$ cat src/rtl/sercon_pkg.sv
package sercon_pkg;

    localparam int BYTE_W = 8;
    localparam int OFS_W  = 6;

    localparam logic [OFS_W-1:0] OFS_MODE  = 6'h00;
    localparam logic [OFS_W-1:0] OFS_STAT  = 6'h04;
    localparam logic [OFS_W-1:0] OFS_CMD   = 6'h08;
    localparam logic [OFS_W-1:0] OFS_DATA  = 6'h0C;
    localparam logic [OFS_W-1:0] OFS_AUX   = 6'h10;
    localparam logic [OFS_W-1:0] OFS_INT   = 6'h14;
    localparam logic [OFS_W-1:0] OFS_BAUD1 = 6'h18;
    localparam logic [OFS_W-1:0] OFS_BAUD2 = 6'h1C;

    // status bit positions
    localparam int ST_RXRDY = 0;
    localparam int ST_FULL  = 1;
    localparam int ST_TXRDY = 2;
    localparam int ST_TXEMP = 3;

    // interrupt status bit positions
    localparam int IS_TX  = 0;
    localparam int IS_RX  = 1;
    localparam int IS_BRK = 2;
    localparam int IS_COS = 7;

    // mode byte 0 bit that steers receive interrupt to the full flag
    localparam int MODE_FULL_SEL = 6;

    typedef enum logic [2:0] {
        MISC_NOP     = 3'd0,
        MISC_PTR_CLR = 3'd1,
        MISC_RX_RST  = 3'd2,
        MISC_TX_RST  = 3'd3,
        MISC_ERR_RST = 3'd4,
        MISC_BRK_CLR = 3'd5,
        MISC_BRK_ON  = 3'd6,
        MISC_BRK_OFF = 3'd7
    } misc_e;

    typedef enum logic [1:0] {
        PATH_KEEP = 2'd0,
        PATH_ON   = 2'd1,
        PATH_OFF  = 2'd2,
        PATH_RSVD = 2'd3
    } path_e;

    typedef struct packed {
        logic ptr_clr;
        logic rx_rst;
        logic tx_rst;
        logic brk_clr;
        logic tx_on;
        logic tx_off;
        logic rx_on;
        logic rx_off;
    } cmd_act_t;

    typedef enum logic [1:0] {
        TX_OFF  = 2'd0,
        TX_IDLE = 2'd1,
        TX_PEND = 2'd2,
        TX_HELD = 2'd3
    } tx_state_e;

endpackage

$ cat src/rtl/sercon_cmd_dec.sv
module sercon_cmd_dec
    import sercon_pkg::*;
(
    input  logic              cmd_wr_i,
    input  logic [BYTE_W-1:0] cmd_i,
    output cmd_act_t          act_o
);

    misc_e misc;
    path_e tx_fld;
    path_e rx_fld;

    always_comb begin
        misc   = misc_e'(cmd_i[6:4]);
        tx_fld = path_e'(cmd_i[3:2]);
        rx_fld = path_e'(cmd_i[1:0]);
    end

    always_comb begin
        act_o = '0;
        if (cmd_wr_i) begin
            unique case (misc)
                MISC_NOP:     ;
                MISC_PTR_CLR: act_o.ptr_clr = 1'b1;
                MISC_RX_RST:  act_o.rx_rst  = 1'b1;
                MISC_TX_RST:  act_o.tx_rst  = 1'b1;
                MISC_ERR_RST: ;
                MISC_BRK_CLR: act_o.brk_clr = 1'b1;
                MISC_BRK_ON:  ;
                MISC_BRK_OFF: ;
            endcase
            unique case (tx_fld)
                PATH_KEEP: ;
                PATH_ON:   act_o.tx_on  = 1'b1;
                PATH_OFF:  act_o.tx_off = 1'b1;
                PATH_RSVD: ;
            endcase
            unique case (rx_fld)
                PATH_KEEP: ;
                PATH_ON:   act_o.rx_on  = 1'b1;
                PATH_OFF:  act_o.rx_off = 1'b1;
                PATH_RSVD: ;
            endcase
        end
    end

endmodule

$ cat src/rtl/sercon_tx_fsm.sv
module sercon_tx_fsm
    import sercon_pkg::*;
(
    input  logic              clk,
    input  logic              rst_n,
    input  logic              load_i,
    input  logic [BYTE_W-1:0] wdata_i,
    input  cmd_act_t          act_i,
    input  logic              tx_ready_i,
    output logic              tx_valid_o,
    output logic [BYTE_W-1:0] tx_data_o,
    output logic              tx_rdy_o,
    output logic              tx_empty_o
);

    tx_state_e state_q, state_d, s_hand, s_load, s_rst, s_on;
    logic [BYTE_W-1:0] hold_q;

    // next-state: handoff, load, reset, enable, disable in that order
    always_comb begin
        s_hand = state_q;
        if (state_q == TX_PEND && tx_ready_i)
            s_hand = TX_IDLE;

        s_load = s_hand;
        if (load_i) begin
            unique case (s_hand)
                TX_OFF, TX_HELD:  s_load = TX_HELD;
                TX_IDLE, TX_PEND: s_load = TX_PEND;
            endcase
        end

        s_rst = act_i.tx_rst ? TX_OFF : s_load;

        s_on = s_rst;
        if (act_i.tx_on) begin
            unique case (s_rst)
                TX_OFF:  s_on = TX_IDLE;
                TX_HELD: s_on = TX_PEND;
                TX_IDLE, TX_PEND: ;
            endcase
        end

        state_d = s_on;
        if (act_i.tx_off) begin
            unique case (s_on)
                TX_IDLE: state_d = TX_OFF;
                TX_PEND: state_d = TX_HELD;
                TX_OFF, TX_HELD: ;
            endcase
        end
    end

    always_ff @(posedge clk) begin
        if (!rst_n) begin
            state_q <= TX_OFF;
            hold_q  <= '0;
        end else begin
            state_q <= state_d;
            if (load_i)
                hold_q <= wdata_i;
        end
    end

    always_comb begin
        tx_valid_o = 1'b0;
        tx_rdy_o   = 1'b0;
        tx_empty_o = 1'b1;
        unique case (state_q)
            TX_OFF:  ;
            TX_IDLE: tx_rdy_o = 1'b1;
            TX_PEND: begin
                tx_rdy_o   = 1'b1;
                tx_empty_o = 1'b0;
                tx_valid_o = 1'b1;
            end
            TX_HELD: tx_empty_o = 1'b0;
        endcase
        tx_data_o = hold_q;
    end

    // a completed handoff without a new byte leaves nothing offered
    a_r6_handoff_empties: assert property (@(posedge clk) disable iff (!rst_n)
        (tx_valid_o && tx_ready_i && !load_i) |=> !tx_valid_o);

    // an offered byte is held until accepted or withdrawn
    a_r6_offer_held: assert property (@(posedge clk) disable iff (!rst_n)
        (tx_valid_o && !tx_ready_i && !load_i && !act_i.tx_off && !act_i.tx_rst)
        |=> (tx_valid_o && $stable(tx_data_o)));

    // a transmit write always leaves a byte waiting
    a_r7_load_pending: assert property (@(posedge clk) disable iff (!rst_n)
        load_i |=> !tx_empty_o);

endmodule

$ cat src/rtl/sercon_irq.sv
module sercon_irq
    import sercon_pkg::*;
(
    input  logic              clk,
    input  logic              rst_n,
    input  logic              tx_rdy_i,
    input  logic              rx_rdy_i,
    input  logic              rx_full_i,
    input  logic              full_sel_i,
    input  logic              brk_evt_i,
    input  logic              brk_clr_i,
    input  logic              mask_wr_i,
    input  logic [BYTE_W-1:0] wdata_i,
    output logic [BYTE_W-1:0] isr_o,
    output logic              irq_o
);

    logic [BYTE_W-1:0] mask_q;
    logic              dbrk_q;

    always_ff @(posedge clk) begin
        if (!rst_n) begin
            mask_q <= '0;
            dbrk_q <= 1'b0;
        end else begin
            if (mask_wr_i)
                mask_q <= wdata_i;
            if (brk_evt_i)
                dbrk_q <= 1'b1;
            else if (brk_clr_i)
                dbrk_q <= 1'b0;
        end
    end

    always_comb begin
        isr_o         = '0;
        isr_o[IS_TX]  = tx_rdy_i;
        isr_o[IS_RX]  = full_sel_i ? rx_full_i : rx_rdy_i;
        isr_o[IS_BRK] = dbrk_q;
        isr_o[IS_COS] = 1'b0;
        irq_o         = |(isr_o & mask_q);
    end

    // a break event always raises the delta-break bit
    a_r8_brk_set: assert property (@(posedge clk) disable iff (!rst_n)
        brk_evt_i |=> isr_o[IS_BRK]);

    // the delta-break bit is sticky until cleared
    a_r8_brk_hold: assert property (@(posedge clk) disable iff (!rst_n)
        (isr_o[IS_BRK] && !brk_clr_i) |=> isr_o[IS_BRK]);

    // a clear without a competing event drops it
    a_r8_brk_clr: assert property (@(posedge clk) disable iff (!rst_n)
        (brk_clr_i && !brk_evt_i) |=> !isr_o[IS_BRK]);

endmodule

$ cat src/rtl/sercon_regs.sv
module sercon_regs
    import sercon_pkg::*;
#(
    parameter int               ADDR_W  = 12,
    parameter logic [BYTE_W-1:0] BAUD_HI = 8'h00,
    parameter logic [BYTE_W-1:0] BAUD_LO = 8'h00
) (
    input  logic              clk,
    input  logic              rst_n,
    input  logic [ADDR_W-1:0] bus_addr,
    input  logic              bus_wr,
    input  logic              bus_rd,
    input  logic [7:0]        bus_wdata,
    output logic [7:0]        bus_rdata,
    input  logic              rx_rdy_i,
    input  logic              rx_full_i,
    input  logic [7:0]        rx_data_i,
    output logic              rx_pop_o,
    output logic              rx_flush_o,
    output logic              rx_en_o,
    input  logic              brk_evt_i,
    output logic              tx_valid_o,
    input  logic              tx_ready_i,
    output logic [7:0]        tx_data_o,
    output logic              irq_o
);

    localparam int MODE_N = 2;

    logic [OFS_W-1:0]  ofs;
    logic              wr_mode, wr_cmd, wr_data, wr_mask;
    logic              rd_data;
    logic              ptr_q;
    logic [BYTE_W-1:0] mode_q [MODE_N];
    logic              rx_en_q, flush_q;
    cmd_act_t          act;
    logic              tx_rdy, tx_empty;
    logic [BYTE_W-1:0] status, isr;

    always_comb begin
        ofs     = bus_addr[OFS_W-1:0];
        wr_mode = bus_wr && (ofs == OFS_MODE);
        wr_cmd  = bus_wr && (ofs == OFS_CMD);
        wr_data = bus_wr && (ofs == OFS_DATA);
        wr_mask = bus_wr && (ofs == OFS_INT);
        rd_data = bus_rd && (ofs == OFS_DATA);
    end

    sercon_cmd_dec u_dec (
        .cmd_wr_i (wr_cmd),
        .cmd_i    (bus_wdata),
        .act_o    (act)
    );

    // mode bytes selected by the pointer
    for (genvar g = 0; g < MODE_N; g++) begin : g_mode
        always_ff @(posedge clk) begin
            if (!rst_n)
                mode_q[g] <= '0;
            else if (wr_mode && (ptr_q == 1'(g)))
                mode_q[g] <= bus_wdata;
        end
    end

    always_ff @(posedge clk) begin
        if (!rst_n) begin
            ptr_q   <= 1'b0;
            rx_en_q <= 1'b0;
            flush_q <= 1'b0;
        end else begin
            if (wr_mode)
                ptr_q <= 1'b1;
            else if (act.ptr_clr)
                ptr_q <= 1'b0;

            if (act.rx_on)
                rx_en_q <= 1'b1;
            else if (act.rx_off || act.rx_rst)
                rx_en_q <= 1'b0;

            flush_q <= act.rx_rst;
        end
    end

    sercon_tx_fsm u_tx (
        .clk        (clk),
        .rst_n      (rst_n),
        .load_i     (wr_data),
        .wdata_i    (bus_wdata),
        .act_i      (act),
        .tx_ready_i (tx_ready_i),
        .tx_valid_o (tx_valid_o),
        .tx_data_o  (tx_data_o),
        .tx_rdy_o   (tx_rdy),
        .tx_empty_o (tx_empty)
    );

    sercon_irq u_irq (
        .clk        (clk),
        .rst_n      (rst_n),
        .tx_rdy_i   (tx_rdy),
        .rx_rdy_i   (rx_rdy_i),
        .rx_full_i  (rx_full_i),
        .full_sel_i (mode_q[0][MODE_FULL_SEL]),
        .brk_evt_i  (brk_evt_i),
        .brk_clr_i  (act.brk_clr),
        .mask_wr_i  (wr_mask),
        .wdata_i    (bus_wdata),
        .isr_o      (isr),
        .irq_o      (irq_o)
    );

    always_comb begin
        status           = '0;
        status[ST_RXRDY] = rx_rdy_i;
        status[ST_FULL]  = rx_full_i;
        status[ST_TXRDY] = tx_rdy;
        status[ST_TXEMP] = tx_empty;
    end

    always_comb begin
        unique case (ofs)
            OFS_MODE:  bus_rdata = mode_q[ptr_q];
            OFS_STAT:  bus_rdata = status;
            OFS_DATA:  bus_rdata = rx_rdy_i ? rx_data_i : '0;
            OFS_INT:   bus_rdata = isr;
            OFS_BAUD1: bus_rdata = BAUD_HI;
            OFS_BAUD2: bus_rdata = BAUD_LO;
            default:   bus_rdata = '0;
        endcase
    end

    assign rx_pop_o   = rd_data && rx_rdy_i;
    assign rx_flush_o = flush_q;
    assign rx_en_o    = rx_en_q;

    // the pointer sits on byte 1 after any mode write
    a_r2_ptr_advance: assert property (@(posedge clk) disable iff (!rst_n)
        wr_mode |=> (ptr_q == 1'b1));

    // a receiver disable subcommand drops the enable
    a_r4_rx_off: assert property (@(posedge clk) disable iff (!rst_n)
        (wr_cmd && bus_wdata[1:0] == 2'd2) |=> !rx_en_o);

    // a receiver reset without re-enable flushes and disables
    a_r5_rx_reset: assert property (@(posedge clk) disable iff (!rst_n)
        (wr_cmd && bus_wdata[6:4] == 3'd2 && bus_wdata[1:0] != 2'd1)
        |=> (rx_flush_o && !rx_en_o));

    // a pop only happens when the FIFO has data
    a_r11_pop_gated: assert property (@(posedge clk) disable iff (!rst_n)
        rx_pop_o |-> (rx_rdy_i && bus_rd));

endmodule

$ cat config.mk
export PLATFORM = sky130hd
export DESIGN_NAME = sercon_regs
export DESIGN_NICKNAME = d
export VERILOG_FILES = /design/src/rtl/sercon_pkg.sv /design/src/rtl/sercon_cmd_dec.sv /design/src/rtl/sercon_tx_fsm.sv /design/src/rtl/sercon_irq.sv /design/src/rtl/sercon_regs.sv
export SDC_FILE = /design/constraint.sdc
export NUM_CORES = 1
export LEC_CHECK = 0
export CAP_MARGIN = 20
export CORE_MARGIN = 2
export CORE_UTILIZATION = 46
export DETAILED_ROUTE_END_ITERATION = 6
export PLACE_DENSITY = 0.8
export SLEW_MARGIN = 20
export SYNTH_ARGS = -nofsm -noshare
export SYNTH_HDL_FRONTEND = slang
export SYNTH_SLANG_ARGS = --single-unit
$ cat constraint.sdc
create_clock -name clk -period 3.05 [get_ports clk]
set_clock_uncertainty 0.15 [all_clocks]
set_input_delay 0.61 -clock clk [delete_from_list [all_inputs] [get_ports clk]]
set_output_delay 0.61 -clock clk [all_outputs]
set_load 0.1 [all_outputs]
After elaboration in Yosys (flattened, before gate mapping)
Memories as Yosys holds them, arrays and structs flattened. A register that Yosys moved wholly into a read port is not among the register bits.
Index checks and enable logic that the tools add are counted.
Widths: inputs -> output; s select.
Cells by class
  eq/ne operators: 21
  multiplexer cells: 40
  bitwise logic cells: 4
  reductions and logical operators: 21
Operators with widths (count)
  $mux 8: 4
  $pmux 8 s4: 1
  $mux 1: 27
  $eq 2x2->1 const B: 8
  $eq 6x4->1 const B: 2
  $pmux 2 s2: 3
  $eq 2x1->1 const B: 5
  $mux 2: 5
  $logic_and 1x1->1: 9
  $and 3x8->8: 1
  $reduce_or 2->1: 4
  $reduce_or 8->1: 1
  $eq 3x2->1 const B: 2
  $eq 6x3->1 const B: 1
  $eq 6x5->1 const B: 1
  $logic_not 6->1: 1
  $reduce_bool 2->1: 3
  $logic_not 2->1: 2
  $eq 3x1->1 const B: 1
  $eq 3x3->1 const B: 1
  $or 1x1->1: 2
  $logic_or 1x1->1: 1
  $not 1->1: 1
Storage, ports and cells
  flip-flop bits (word level): 22
  RAM bits: 16
  input port bits: 36
  output and inout port bits: 21
  logic and storage cells: 94
  memories: 1
Memories
  mode_q: words 2, bits a word 8, read ports 2, clocked after Yosys merged registers in 1, wr ports 2, RTL line sercon_regs.sv:34  | logic [BYTE_W-1:0] mode_q [MODE_N];

Longest topological paths before layout
  word-level depth: 14
  gate-level depth with buffers: 6
  mapped depth without buffers: 6

Hierarchy
From an unflattened synthesis, not the netlist that was laid out.
Second synthesis, totals
  cell total of the unflattened synthesis: 182
  area, all modules: 1879.3 um^2
By module, submodules not included
  sercon_regs: instances 1, cells an instance 107, area each 1126.1 um^2, sequential area each 560.5 um^2
  sercon_tx_fsm: instances 1, cells an instance 44, area each 437.9 um^2, sequential area each 200.2 um^2
  sercon_irq: instances 1, cells an instance 23, area each 230.2 um^2, sequential area each 80.1 um^2
  sercon_cmd_dec: instances 1, cells an instance 8, area each 85.1 um^2, sequential area each 0.0 um^2

Worst setup path before layout
OpenSTA, ideal clock, no wires.
  path kind: input port to output port
  from: input port bus_addr[5]
  to: output port bus_rdata[4]
  data arrival time: 3.299 ns
  data required time: 2.290 ns
  setup slack: -1.009 ns
  stages on the path: 4
  path buffers: 1
  cells stage by stage: nor4_4 > buf_6 > nand2_1 > o21ai_0
Between the ends
  cells in the longest elaborated chain, start to end: 2
  elaborated cells between the ends (all ways): 5
  those cells by class: eq/ne (3); mux (1); reduce/logical (1)
RTL lines
  start, declared: RTL line sercon_regs.sv:10  | input logic [ADDR_W-1:0] bus_addr,
  $eq 6x5->1, or another cell as far along: RTL line sercon_regs.sv:122  | unique case (ofs)
  $pmux 8 s4 (*): RTL line sercon_regs.sv:122
  end, declared: RTL line sercon_regs.sv:14  | output logic [7:0] bus_rdata,
Every way passes the cells marked *; elsewhere a longest branch is shown, timed or not.

Final worst setup path
  from: input port bus_addr[1]
  to: output port bus_rdata[3]
The elaborated chain is that of the path after synthesis.

==> implementation parameters <==
Parameter                              Value

Outcome
  Result of the run    completed

Timing
  Actual transition at the worst max-transition pin    0.440 ns
  Maximum operating frequency    between 300 and 400 MHz
  Max transition margin    70.6%
  Max-slew violation count    0
  Final worst-path setup slack    approximately 0.056 ns
  Minimum clock period after layout    2.99 ns
  Tcrit/Tclk final    a little over nine tenths
  Final setup violation count    0
  Hold violation total from the final report    0

Cells and area
  Final nets    266
  Antenna cells    0
  Post-route non-filler standard cell count    277
  Final instance area    2610 um^2
  Fraction of layout cells with a size suffix above 1    25.8%
  Synthesis-to-layout area growth    47.2%

Clock network
  Root buf cell    clkbuf_8
  Post-cts hold buffer count    0
  Clk_lat worst skew    between 0.2 and 0.3 ns
  Clock tree from TritonCTS    built
  Clock transition at path regs    0.07 ns
  CTS H-tree depth    2
  Number of buffers created by CTS    5
  Number of buffers on the longest clock path    2
  Total clock sinks    34

Placement
  Placed Area    about 2400 um^2
  Post-placement worst setup slack    0.0255 ns
  Cell count after placement    about 260
  Placed wire-length estimate    between 3000 and 4000 um
  Placer's final routability congestion estimate    0.821
  Port-buffer cells    50

Global routing
  Global routing usage on met3    3.24%
  Met2 track utilization from global routing    39.1%
  Vias in the first global route    1546
  Total routing usage reported by global routing    22.1%
  GRT overflow    0
  Antenna violations before repair    0
  Maximum number of pins on one net before global-route repair    16
  Global-route wire length before repair    roughly 7200 um
  Met1 routing resource usage after global routing    27.0%
  Most used routing layer in global routing    met2

Floorplanning
  DIE AREA    4370 um^2
  Row cnt    22
  Vertical extent of the die    66.1 um
  Area inside the core boundary    3690 um^2
  Count of boundary I/O pins    57
  Initial core utilization    48.1%
  Width of the die    66.1 um

Drt
  Routed wire length per instance    16.1 um
  Vias    1515
  First-iteration detailed-routing DRC count    48
  Antenna Violating Nets Remaining    0
  Number of remaining DRC errors    0
  Total wire length    4460 um
  Via density per instance    ~5.5
  Length of the first detailed-routing pass in iterations    4

Setup path
  Launching element of the worst setup path    bus_addr[1]
  Required time of the worst setup path    approximately 2.3 ns
  Maximum fanout along the worst path    5
  Critical register-to-register path startpoint    u_tx.state_q[0]
  Critical setup path kind    input pin to output port
  Endpoint arrival time on the critical path    2.23 ns
  Startpoint type of the worst setup path    input pin
  CP Capture Type    output port

Job
  Maximum Capacitance Violations    0

Min path
  Hold Startpoint    u_irq.mask_q[0]
  Hold WC Path Type    register to register

Synth
  Simple-gate portion of the synthesized area    23.2%
  Net count of the mapped netlist    202
  Mux contribution to synthesized area    between 10% and 20%
  Post-Synth Adder-Cell Area    1.41%
  Number of different library cells in the post-synthesis netlist    46
  Cells after synthesis    164
  Seq/Total Area, Yosys    47.4%
  Post-Synthesis Mean Instance Area    10.8 um^2
  Share of synthesized flip-flops with an asynchronous set or reset    0%
  Largest family of logic cells by synthesized area    simple AND/OR/NAND/NOR gates
  Main flop type after synthesis    dfxtp_1
  Post-Synthesis Cell Area    1770 um^2
  Seq cells post-synth    34
  Number of warnings issued by yosys    0
  EDFF count, synth    16
  Compound-gate portion of the synthesized area    approximately an eighth
  Xor and xnor area share after synthesis    0.494%

Power and ir drop
  Power density of the placed cells    roughly 400 nW/um^2
  Leakage power summed over all cells    1.09 nW
  VDD IR-drop max    0.493 mV
-- final timing paths --
kind / end / slack [ns] / depth (start not counted)
setup / recovery: bus_rdata[3] / 0.06 / 8
hold reg to reg: u_irq.mask_q[0] / 0.32 / 2
setup reg to reg: u_tx.state_q[0] / 1.24 / 6
hold / removal: u_irq.mask_q[0] / 0.32 / 2
-- critical path: stages --
cell and delay [ns]:
clkdlybuf4s50_1 0.47, nor4_4 0.22, buf_4 0.18, buf_4 0.12, nand2_1 0.08, nor3_2 0.22
a221o_2 0.16, buf_12 0.17
-- state kept, by name (all words and copies together) (netlist names), named ones only --
register and flops:
u_irq.dbrk_q 1, ptr_q 1, u_tx.tx_data_o 8, mode_q 16, rx_flush_o 1, u_tx.state_q 2
u_irq.mask_q 3, rx_en_o 1
-- placed cells by master (no fill, tap or decap), types with 2 or more instances in the layout --
cell / synthesis / final
a21oi_1: 4 / 4
a221oi_1: 2 / 2
a22oi_1: 3 / 3
a32oi_1: 2 / 2
and2_1: 15 / 15
buf_12: 0 / 10
buf_4: 0 / 22
clkbuf_8: 1 / 5
clkdlybuf4s50_1: 0 / 27
dfxtp_1: 18 / 18
dlymetal6s2s_1: 0 / 2
edfxtp_1: 16 / 16
ha_1: 2 / 2
inv_1: 6 / 6
mux2_2: 4 / 4
mux2i_1: 15 / 15
nand2_1: 12 / 11
nand3_1: 2 / 2
nand3b_1: 2 / 2
nand4_1: 3 / 3
nor2_1: 13 / 13
nor3_1: 3 / 2
nor3_4: 2 / 2
nor4_1: 2 / 2
o21ai_0: 9 / 5
o21ai_1: 0 / 4
-- cell families after synthesis --
kind of cell	Yosys count
AND/OR/NAND/NOR	64
buffers and inverters	13
multiplexers	19
XOR/XNOR	1
flip-flops	34
adder cells (fa/ha/maj)	2
AO/OA/AOI/OAI	31
-- metrics by stage --
| step | utilization [%] | hold slack, ns | TNS (ns) | power (mW) |
|---|---|---|---|---|
| 5_1_grt | 70.8 | 0.342 | -0.0113 | 1.11 |
| 2_1_floorplan | - | 0.282 | -1.05 | 0.548 |
| 4_1_cts | 69.2 | 0.326 | 0 | 1.08 |
| 6_report | 70.8 | 0.324 | 0 | 1.07 |
| 3_3_place_gp | 65.6 | 0.291 | 0 | 0.614 |
| 3_5_place_dp | 65.6 | 0.311 | 0 | 0.619 |
-- report_power, final --
| part | internal (mW) | leakage (nW) | switching (mW) |
|---|---|---|---|
| combinational | 0.0594 | 0.717 | 0.0641 |
| clock | 0.294 | 0.0665 | 0.166 |
| sequential | 0.486 | 0.310 | 0.00439 |
-- final cells by class --
type | instances | area (um^2)
clock inverter | 2 | 38.8
multi-input combinational | 118 | 880
inverter | 7 | 26.3
tap | 48 | 60.1
timing repair buffer | 62 | 672
fill | 289 | 1080
clock buffer | 6 | 93.8
sequential | 34 | 841
-- cells in the mapped netlist (2+ instances only) --
library cell / instances / share of area, %
a221oi_1: 2 / 0.99
inv_1: 6 / 1.3
clkbuf_1: 2 / 0.42
dfxtp_1: 18 / 20
and2_1: 15 / 5.3
nor3_1: 3 / 0.85
o21ai_0: 9 / 2.5
buf_6: 2 / 1.3
nand2_1: 12 / 2.5
nand4_1: 3 / 1.1
nor2_1: 13 / 2.8
nor2b_1: 2 / 0.71
a21oi_1: 4 / 1.1
ha_1: 2 / 1.4
mux2i_1: 15 / 8.5
nor3_4: 2 / 1.8
a22oi_1: 3 / 1.3
nor4_1: 2 / 0.71
nand3_1: 2 / 0.56
edfxtp_1: 16 / 27
nand3b_1: 2 / 0.85
mux2_2: 4 / 2.5
a32oi_1: 2 / 0.99
-- layer usage --
metal  vias to the layer above  part of all wire, %
li1                        738                    -
met1                       727                   41
met2                        43                   53
met3                         7                  4.1
met4                         0                  1.9
met5                         -                    0
-- what timing repair did --
item                       CTS  global route
buffers inserted             0             4
resized for setup            0             7
setup endpoints to repair    0             9
No activity file was read; power rests on OpenSTA's default activity.
